$ cat src/rtl/exc_seq_pkg.sv
package exc_seq_pkg;
  localparam int unsigned XLEN        = 32;
  localparam int unsigned NUM_W       = 6;
  localparam int unsigned RF_AW       = 4;
  localparam int unsigned FLAG_W      = 4;
  localparam int unsigned FRAME_WORDS = 8;
  localparam int unsigned IDX_W       = $clog2(FRAME_WORDS);
  localparam logic [XLEN-1:0] FRAME_BYTES = XLEN'(FRAME_WORDS * 4);

  localparam logic [XLEN-1:0] RET_TO_THREAD  = 32'hFFFF_FFF9;
  localparam logic [XLEN-1:0] RET_TO_HANDLER = 32'hFFFF_FFF1;
  localparam logic [NUM_W-1:0] HARDFAULT_NUM = 6'd3;

  localparam logic [RF_AW-1:0] REG_SP = 4'd13;
  localparam logic [RF_AW-1:0] REG_LR = 4'd14;
  localparam logic [RF_AW-1:0] REG_PC = 4'd15;

  typedef enum logic [3:0] {
    ST_BOOT_SP,
    ST_BOOT_PC,
    ST_IDLE,
    ST_ENT_SP,
    ST_PUSH,
    ST_ENT_UPD,
    ST_VEC,
    ST_RET_SP,
    ST_POP,
    ST_RET_FIN,
    ST_LOCK
  } seq_state_e;
endpackage

$ cat src/rtl/exc_frame_map.sv
module exc_frame_map
  import exc_seq_pkg::*;
(
  input  logic [IDX_W-1:0] slot_i,
  output logic [RF_AW-1:0] reg_o,
  output logic             psr_slot_o
);
  always_comb begin
    psr_slot_o = 1'b0;
    unique case (slot_i)
      3'd0:    reg_o = 4'd0;
      3'd1:    reg_o = 4'd1;
      3'd2:    reg_o = 4'd2;
      3'd3:    reg_o = 4'd3;
      3'd4:    reg_o = 4'd12;
      3'd5:    reg_o = REG_LR;
      3'd6:    reg_o = REG_PC;
      default: begin
        reg_o      = 4'd0;
        psr_slot_o = 1'b1;
      end
    endcase
  end
endmodule

$ cat src/rtl/exc_ret_decode.sv
module exc_ret_decode
  import exc_seq_pkg::*;
(
  input  logic            pc_wr_i,
  input  logic [XLEN-1:0] pc_val_i,
  input  logic            handler_i,
  output logic            ret_ok_o,
  output logic            ret_bad_o,
  output logic            to_handler_o
);
  logic magic;

  assign magic        = pc_wr_i & handler_i & (&pc_val_i[XLEN-1:4]);
  assign to_handler_o = (pc_val_i[3:0] == RET_TO_HANDLER[3:0]);
  assign ret_ok_o     = magic & (to_handler_o | (pc_val_i[3:0] == RET_TO_THREAD[3:0]));
  assign ret_bad_o    = magic & ~ret_ok_o;
endmodule

$ cat src/rtl/exc_psr_reg.sv
module exc_psr_reg
  import exc_seq_pkg::*;
(
  input  logic              clk_i,
  input  logic              rst_ni,
  input  logic              flags_we_i,
  input  logic [FLAG_W-1:0] flags_i,
  input  logic              enter_i,
  input  logic [NUM_W-1:0]  enter_num_i,
  input  logic              pop_i,
  input  logic [FLAG_W-1:0] pop_flags_i,
  input  logic              pop_t_i,
  input  logic [NUM_W-1:0]  pop_num_i,
  input  logic              mode_we_i,
  input  logic              mode_handler_i,
  output logic [XLEN-1:0]   psr_o,
  output logic              handler_o
);
  logic [FLAG_W-1:0] flags_q;
  logic              t_q;
  logic [NUM_W-1:0]  num_q;
  logic              handler_q;

  always_ff @(posedge clk_i or negedge rst_ni) begin
    if (!rst_ni) begin
      flags_q   <= '0;
      t_q       <= 1'b1;
      num_q     <= '0;
      handler_q <= 1'b0;
    end else begin
      if (enter_i) begin
        num_q     <= enter_num_i;
        t_q       <= 1'b1;
        handler_q <= 1'b1;
      end else begin
        if (pop_i) begin
          flags_q <= pop_flags_i;
          t_q     <= pop_t_i;
          num_q   <= pop_num_i;
        end else if (flags_we_i) begin
          flags_q <= flags_i;
        end
        if (mode_we_i) handler_q <= mode_handler_i;
      end
    end
  end

  assign psr_o     = {flags_q, 3'b000, t_q, {(XLEN-8-NUM_W){1'b0}}, num_q};
  assign handler_o = handler_q;
endmodule

$ cat src/rtl/exc_entry_seq.sv
module exc_entry_seq
  import exc_seq_pkg::*;
(
  input  logic              clk_i,
  input  logic              rst_ni,
  input  logic              exc_req_i,
  input  logic [NUM_W-1:0]  exc_num_i,
  output logic              exc_ack_o,
  input  logic              pc_wr_i,
  input  logic [XLEN-1:0]   pc_val_i,
  input  logic              flags_we_i,
  input  logic [FLAG_W-1:0] flags_i,
  output logic              mem_req_o,
  output logic              mem_we_o,
  output logic [XLEN-1:0]   mem_addr_o,
  output logic [XLEN-1:0]   mem_wdata_o,
  input  logic              mem_ack_i,
  input  logic [XLEN-1:0]   mem_rdata_i,
  output logic [RF_AW-1:0]  rf_raddr_o,
  input  logic [XLEN-1:0]   rf_rdata_i,
  output logic              rf_we_o,
  output logic [RF_AW-1:0]  rf_waddr_o,
  output logic [XLEN-1:0]   rf_wdata_o,
  output logic              busy_o,
  output logic              handler_o,
  output logic [XLEN-1:0]   xpsr_o,
  output logic              lockup_o
);
  localparam logic [IDX_W-1:0] LAST_SLOT = IDX_W'(FRAME_WORDS - 1);

  seq_state_e        state_q, state_d;
  logic [IDX_W-1:0]  slot_q, slot_d;
  logic [XLEN-1:0]   base_q, base_d;
  logic [NUM_W-1:0]  num_q, num_d;
  logic              ret_hdl_q, ret_hdl_d;

  logic [RF_AW-1:0]  slot_reg;
  logic              slot_psr;
  logic              ret_ok, ret_bad, ret_to_hdl;
  logic              psr_enter, psr_pop, psr_mode_we, psr_flags_we;
  logic [NUM_W-1:0]  psr_enter_num;
  logic [XLEN-1:0]   slot_addr;
  logic              vec_good;

  exc_frame_map u_map (
    .slot_i     (slot_q),
    .reg_o      (slot_reg),
    .psr_slot_o (slot_psr)
  );

  exc_ret_decode u_ret (
    .pc_wr_i      (pc_wr_i),
    .pc_val_i     (pc_val_i),
    .handler_i    (handler_o),
    .ret_ok_o     (ret_ok),
    .ret_bad_o    (ret_bad),
    .to_handler_o (ret_to_hdl)
  );

  exc_psr_reg u_psr (
    .clk_i          (clk_i),
    .rst_ni         (rst_ni),
    .flags_we_i     (psr_flags_we),
    .flags_i        (flags_i),
    .enter_i        (psr_enter),
    .enter_num_i    (psr_enter_num),
    .pop_i          (psr_pop),
    .pop_flags_i    (mem_rdata_i[XLEN-1:XLEN-FLAG_W]),
    .pop_t_i        (mem_rdata_i[24]),
    .pop_num_i      (mem_rdata_i[NUM_W-1:0]),
    .mode_we_i      (psr_mode_we),
    .mode_handler_i (ret_hdl_q),
    .psr_o          (xpsr_o),
    .handler_o      (handler_o)
  );

  assign slot_addr = base_q + {{(XLEN-IDX_W-2){1'b0}}, slot_q, 2'b00};
  assign vec_good  = mem_rdata_i[0];

  always_ff @(posedge clk_i or negedge rst_ni) begin
    if (!rst_ni) begin
      state_q   <= ST_BOOT_SP;
      slot_q    <= '0;
      base_q    <= '0;
      num_q     <= '0;
      ret_hdl_q <= 1'b0;
    end else begin
      state_q   <= state_d;
      slot_q    <= slot_d;
      base_q    <= base_d;
      num_q     <= num_d;
      ret_hdl_q <= ret_hdl_d;
    end
  end

  always_comb begin
    state_d       = state_q;
    slot_d        = slot_q;
    base_d        = base_q;
    num_d         = num_q;
    ret_hdl_d     = ret_hdl_q;
    exc_ack_o     = 1'b0;
    mem_req_o     = 1'b0;
    mem_we_o      = 1'b0;
    mem_addr_o    = '0;
    mem_wdata_o   = '0;
    rf_raddr_o    = REG_SP;
    rf_we_o       = 1'b0;
    rf_waddr_o    = REG_SP;
    rf_wdata_o    = '0;
    psr_enter     = 1'b0;
    psr_enter_num = num_q;
    psr_pop       = 1'b0;
    psr_mode_we   = 1'b0;
    psr_flags_we  = 1'b0;

    unique case (state_q)
      ST_BOOT_SP: begin
        mem_req_o  = 1'b1;
        mem_addr_o = 32'h0000_0000;
        if (mem_ack_i) begin
          rf_we_o    = 1'b1;
          rf_waddr_o = REG_SP;
          rf_wdata_o = {mem_rdata_i[XLEN-1:2], 2'b00};
          state_d    = ST_BOOT_PC;
        end
      end

      ST_BOOT_PC: begin
        mem_req_o  = 1'b1;
        mem_addr_o = 32'h0000_0004;
        if (mem_ack_i) begin
          if (vec_good) begin
            rf_we_o    = 1'b1;
            rf_waddr_o = REG_PC;
            rf_wdata_o = {mem_rdata_i[XLEN-1:1], 1'b0};
            state_d    = ST_IDLE;
          end else begin
            psr_enter     = 1'b1;
            psr_enter_num = HARDFAULT_NUM;
            num_d         = HARDFAULT_NUM;
            state_d       = ST_VEC;
          end
        end
      end

      ST_IDLE: begin
        psr_flags_we = flags_we_i;
        if (ret_ok) begin
          // return wins; a pending request waits for the unstack
          ret_hdl_d = ret_to_hdl;
          state_d   = ST_RET_SP;
        end else if (ret_bad) begin
          num_d   = HARDFAULT_NUM;
          state_d = ST_ENT_SP;
        end else if (exc_req_i) begin
          exc_ack_o = 1'b1;
          num_d     = exc_num_i;
          state_d   = ST_ENT_SP;
        end
      end

      ST_ENT_SP: begin
        rf_raddr_o = REG_SP;
        rf_we_o    = 1'b1;
        rf_waddr_o = REG_SP;
        rf_wdata_o = rf_rdata_i - FRAME_BYTES;
        base_d     = rf_rdata_i - FRAME_BYTES;
        slot_d     = '0;
        state_d    = ST_PUSH;
      end

      ST_PUSH: begin
        rf_raddr_o  = slot_reg;
        mem_req_o   = 1'b1;
        mem_we_o    = 1'b1;
        mem_addr_o  = slot_addr;
        mem_wdata_o = slot_psr ? xpsr_o : rf_rdata_i;
        if (mem_ack_i) begin
          if (slot_q == LAST_SLOT) state_d = ST_ENT_UPD;
          else slot_d = slot_q + 1'b1;
        end
      end

      ST_ENT_UPD: begin
        rf_we_o    = 1'b1;
        rf_waddr_o = REG_LR;
        rf_wdata_o = handler_o ? RET_TO_HANDLER : RET_TO_THREAD;
        psr_enter  = 1'b1;
        state_d    = ST_VEC;
      end

      ST_VEC: begin
        mem_req_o  = 1'b1;
        mem_addr_o = {{(XLEN-NUM_W-2){1'b0}}, num_q, 2'b00};
        if (mem_ack_i) begin
          if (vec_good) begin
            rf_we_o    = 1'b1;
            rf_waddr_o = REG_PC;
            rf_wdata_o = {mem_rdata_i[XLEN-1:1], 1'b0};
            state_d    = ST_IDLE;
          end else if (num_q == HARDFAULT_NUM) begin
            state_d = ST_LOCK;
          end else begin
            psr_enter     = 1'b1;
            psr_enter_num = HARDFAULT_NUM;
            num_d         = HARDFAULT_NUM;
          end
        end
      end

      ST_RET_SP: begin
        rf_raddr_o = REG_SP;
        base_d     = rf_rdata_i;
        slot_d     = '0;
        state_d    = ST_POP;
      end

      ST_POP: begin
        mem_req_o  = 1'b1;
        mem_addr_o = slot_addr;
        if (mem_ack_i) begin
          if (slot_psr) begin
            psr_pop = 1'b1;
          end else begin
            rf_we_o    = 1'b1;
            rf_waddr_o = slot_reg;
            rf_wdata_o = (slot_reg == REG_PC) ? {mem_rdata_i[XLEN-1:1], 1'b0} : mem_rdata_i;
          end
          if (slot_q == LAST_SLOT) state_d = ST_RET_FIN;
          else slot_d = slot_q + 1'b1;
        end
      end

      ST_RET_FIN: begin
        rf_we_o     = 1'b1;
        rf_waddr_o  = REG_SP;
        rf_wdata_o  = base_q + FRAME_BYTES;
        psr_mode_we = 1'b1;
        state_d     = ST_IDLE;
      end

      ST_LOCK: state_d = ST_LOCK;

      default: state_d = ST_LOCK;
    endcase
  end

  assign busy_o   = (state_q != ST_IDLE);
  assign lockup_o = (state_q == ST_LOCK);
endmodule

$ cat config.mk
export PLATFORM = sky130hd
export DESIGN_NAME = exc_entry_seq
export DESIGN_NICKNAME = d
export VERILOG_FILES = /design/src/rtl/exc_seq_pkg.sv /design/src/rtl/exc_frame_map.sv /design/src/rtl/exc_ret_decode.sv /design/src/rtl/exc_psr_reg.sv /design/src/rtl/exc_entry_seq.sv
export SDC_FILE = /design/constraint.sdc
export NUM_CORES = 1
export LEC_CHECK = 0
export BUFFER_PORTS_ARGS = -buffer_cell sky130_fd_sc_hd__buf_2
export CORE_MARGIN = 4
export CORE_UTILIZATION = 49
export DETAILED_ROUTE_END_ITERATION = 12
export GPL_ROUTABILITY_DRIVEN = 1
export PLACE_DENSITY = 0.82
export SETUP_SLACK_MARGIN = 0.05
export SYNTH_ARGS = -nofsm -noshare
export SYNTH_HDL_FRONTEND = slang
export SYNTH_SLANG_ARGS = --single-unit
$ cat constraint.sdc
create_clock -name clk_i -period 3.3 [get_ports clk_i]
set_clock_uncertainty 0.2 [all_clocks]
set_input_delay 0.33 -clock clk_i [delete_from_list [all_inputs] [get_ports clk_i]]
set_output_delay 0.33 -clock clk_i [all_outputs]
set_load 0.01 [all_outputs]
==> impl_metrics.yaml <==
clock_network:
  clk_path_buf_depth: 2
  clockRootBuffer: "clkbuf_16"
  cts.clk_slew.worst_paths_ns: 0.06
  clock_latency_ns: 0.33
  tritoncts: "done"
  htreeDepth: 3
  clock_sinks: 58
  tritoncts.num_buffers: 9
sta:
  tns_ns: 0
  fin_crit_sh_pct: 94.7
  finalHoldViolations: 0
  clock.fmax_mhz: 320
  tightestPinTransition_ns: 0.883
  slew_viol_final: 0
  post-route-min-period_ns: 3.13
  slew_headroom_pct: 40.9
  rsz0062_at_grt: "no"
  setup_viol: 0
placed_design:
  port_buffers: 233
  gp_congestion: 0.950
  place_hpwl_um: 16800
  dpl_cell_area_mm2: 0.00718
grt:
  grt_pass1_wl_um: 35300
  gr-total-overflow: 0
  grt_max_degree: 59
  track_usage_pct: 30.9
  antenna_found_initial: 0
  grt_pass1_vias: 6580
floorplan:
  fp.dieW_um: 118
  pin_count: 255
  initial_core_util_pct: 49.9
  std_cell_rows: 40
  core_area_mm2: 0.0120
  dieArea_mm2: 0.0140
  fp.dieH_um: 118
synth:
  async_reset_ff_share_pct: 100
  synth_edf_count: 0
  syn_area_mm2: 0.00597
  synth_cells: 808
  syn_area_per_cell_um2: 7.39
  yosysWarningCount: 0
  synth.ff_latch_count: 58
  synth-seq-area-share_pct: 24.3
  synthFlopType: "dfrtp_1"
  synth_cell_types: 67
route:
  wirelength_um: 22700
  vias_per_cell: 6.17
  drtIter0Drc: 850
  drtPass1Iterations: 5
  detail_route.wl_per_cell_um: 19.6
  drc_errors: 0
  vias: 7150
  postRouteAntennaNets: 0
cells_and_area:
  final_common_cell: "buf_2"
  final_cell_mix: "buf_2 (233), nand2_1 (92), nor2_1 (65)"
  area_growth_pct: 26.3
  nets: 1130
  design_area_mm2: 0.00755
  antennaDiodeCount: 0
  drive_gt1_share_pct: 30.8
power_and_ir_drop:
  power_mw: 6.47
  power_density_mw_per_mm2: 857
  ir_worst_vdd_mv: 0.387
  p_seq_share_pct: 24.5
  clkPwrFrac_pct: 16.1
  sw_frac_of_total_pct: 49.1
  internal-power_mw: 3.29
  leakagePower_nw: 3.64
  p_switching_mw: 3.18
  combPwrFrac_pct: 59.4
worst_hold_path:
  hold_class: "input pin to register"
  hold_depth: 2
critical_path:
  required_ns: 2.77
  reg2reg_depth: 8
  start_kind: "register"
  end_kind: "primary output"
  criticalPathCategory: "register to primary output"
  reg2reg_setup_slack_ns: 0.48
  arrival_ns: 2.60
  path_max_fanout: 26
outcome:
  status: "completed"
run:
  drv_cap: 0
worst max-delay path, cell delays in order, from the launching register on:
cell,delay [ns]
dfrtp_1,0.37
buf_4,0.23
nor2b_1,0.33
and3_1,0.40
a22o_1,0.41
nor2_1,0.15
o221ai_1,0.22
buf_2,0.16
registers in the layout, indices dropped and copies added (netlist names):
name / count
num_q: 6
u_psr.flags_q: 4
u_psr.num_q: 6
base_q: 32
state_q: 4
u_psr.t_q: 1
slot_q: 3
ret_hdl_q: 1
u_psr.handler_o: 1
cell usage after synthesis (all sizes together), types with 8 or more instances:
cell type	instances	area, um2
a21oi	36	180
a22oi	15	113
buf	36	235
nor2b	8	50.1
inv	22	82.6
nand2	92	345
nor4	20	131
xor2	39	342
nand3	27	135
nor3	19	95.1
dfrtp	57	1430
nand4	25	156
ha	11	138
xnor2	36	315
or3	8	55.1
and3	25	156
o21ai	58	290
nor2	66	248
clkbuf	61	229
a221o	10	100
cells by family (layout without fill, tap and decap cells):
group                    after synthesis  after routing  share of synthesized area (%)
buffers and inverters                119            302                           9.15
AND/OR/NAND/NOR                      333            333                           28.2
adder cells (fa/ha/maj)               12             12                           2.64
multiplexers                          14             14                           2.49
flip-flops                            58             58                           24.3
other                                  1             21                         0.0628
XOR/XNOR                              75             75                           11.0
AO/OA/AOI/OAI                        196            196                           22.1
layer usage:
| layer | part of all wire [%] | vias up | track usage (%) | wire length (um) |
|---|---|---|---|---|
| met4 | 3.1 | 0 | 10.1 | 708 |
| met5 | 0 | - | 0 | 0 |
| met2 | 45 | 497 | 48.7 | 10300 |
| met3 | 11 | 63 | 5.79 | 2480 |
| li1 | - | 3267 | - | - |
| met1 | 41 | 3323 | 43.0 | 9200 |
final timing paths:
check                                       start                    endpoint
hold reg to reg             u_psr.t_q$_DFFE_PN1P_       u_psr.t_q$_DFFE_PN1P_
max in group asynchronous                  rst_ni       slot_q[0]$_DFFE_PN0P_
hold / removal                        pc_val_i[3]       ret_hdl_q$_DFFE_PN0P_
setup reg to reg            slot_q[1]$_DFFE_PN0P_  u_psr.num_q[4]$_DFFE_PN0P_
min in group asynchronous                  rst_ni       base_q[0]$_DFFE_PN0P_
setup / recovery           state_q[2]$_DFFE_PN0P_              rf_wdata_o[25]
power groups by stage:
stage,logic (mW),registers [mW],clock network (mW)
finish,3.84,1.58,1.04
CTS,3.77,1.55,1.05
global placement,3.70,1.55,0
detailed placement,3.75,1.56,0
global route,4.19,1.63,1.08
floorplan,2.58,1.31,0
area by class of cell:
| class | instances | area, um2 |
|---|---|---|
| fillers | 1116 | 4410 |
| well taps | 147 | 184 |
| multi-input cells | 651 | 4080 |
| clock buffers | 9 | 225 |
| flip-flops and latches | 58 | 1460 |
| clock inverters | 7 | 103 |
| inverters | 22 | 86.3 |
| repair buffers | 264 | 1410 |
timing repair:
item / 4_1_cts / 5_1_grt
hold endpoints to repair: 22 / 0
setup buffers: 0 / 1
gates resized for setup: 1 / 6
endpoints found under the setup margin: 7 / 42
pin swaps: 0 / 1
hold buffers: 1 / 0
per-stage QoR:
stage | std cells | worst slack [ns] | hold slack, ns | util (%)
finish | 1158 | 0.173 | 0.00853 | 63.1
floorplan | 828 | 0.539 | -0.166 | -
global placement | 1140 | 0.268 | 0.292 | 60.1
detailed placement | 1140 | 0.246 | 0.291 | 60.1
CTS | 1157 | 0.107 | 0.000210 | 62.9
global route | 1158 | 0.0513 | 0.00274 | 63.1
Power figures use the tool's default switching activity.
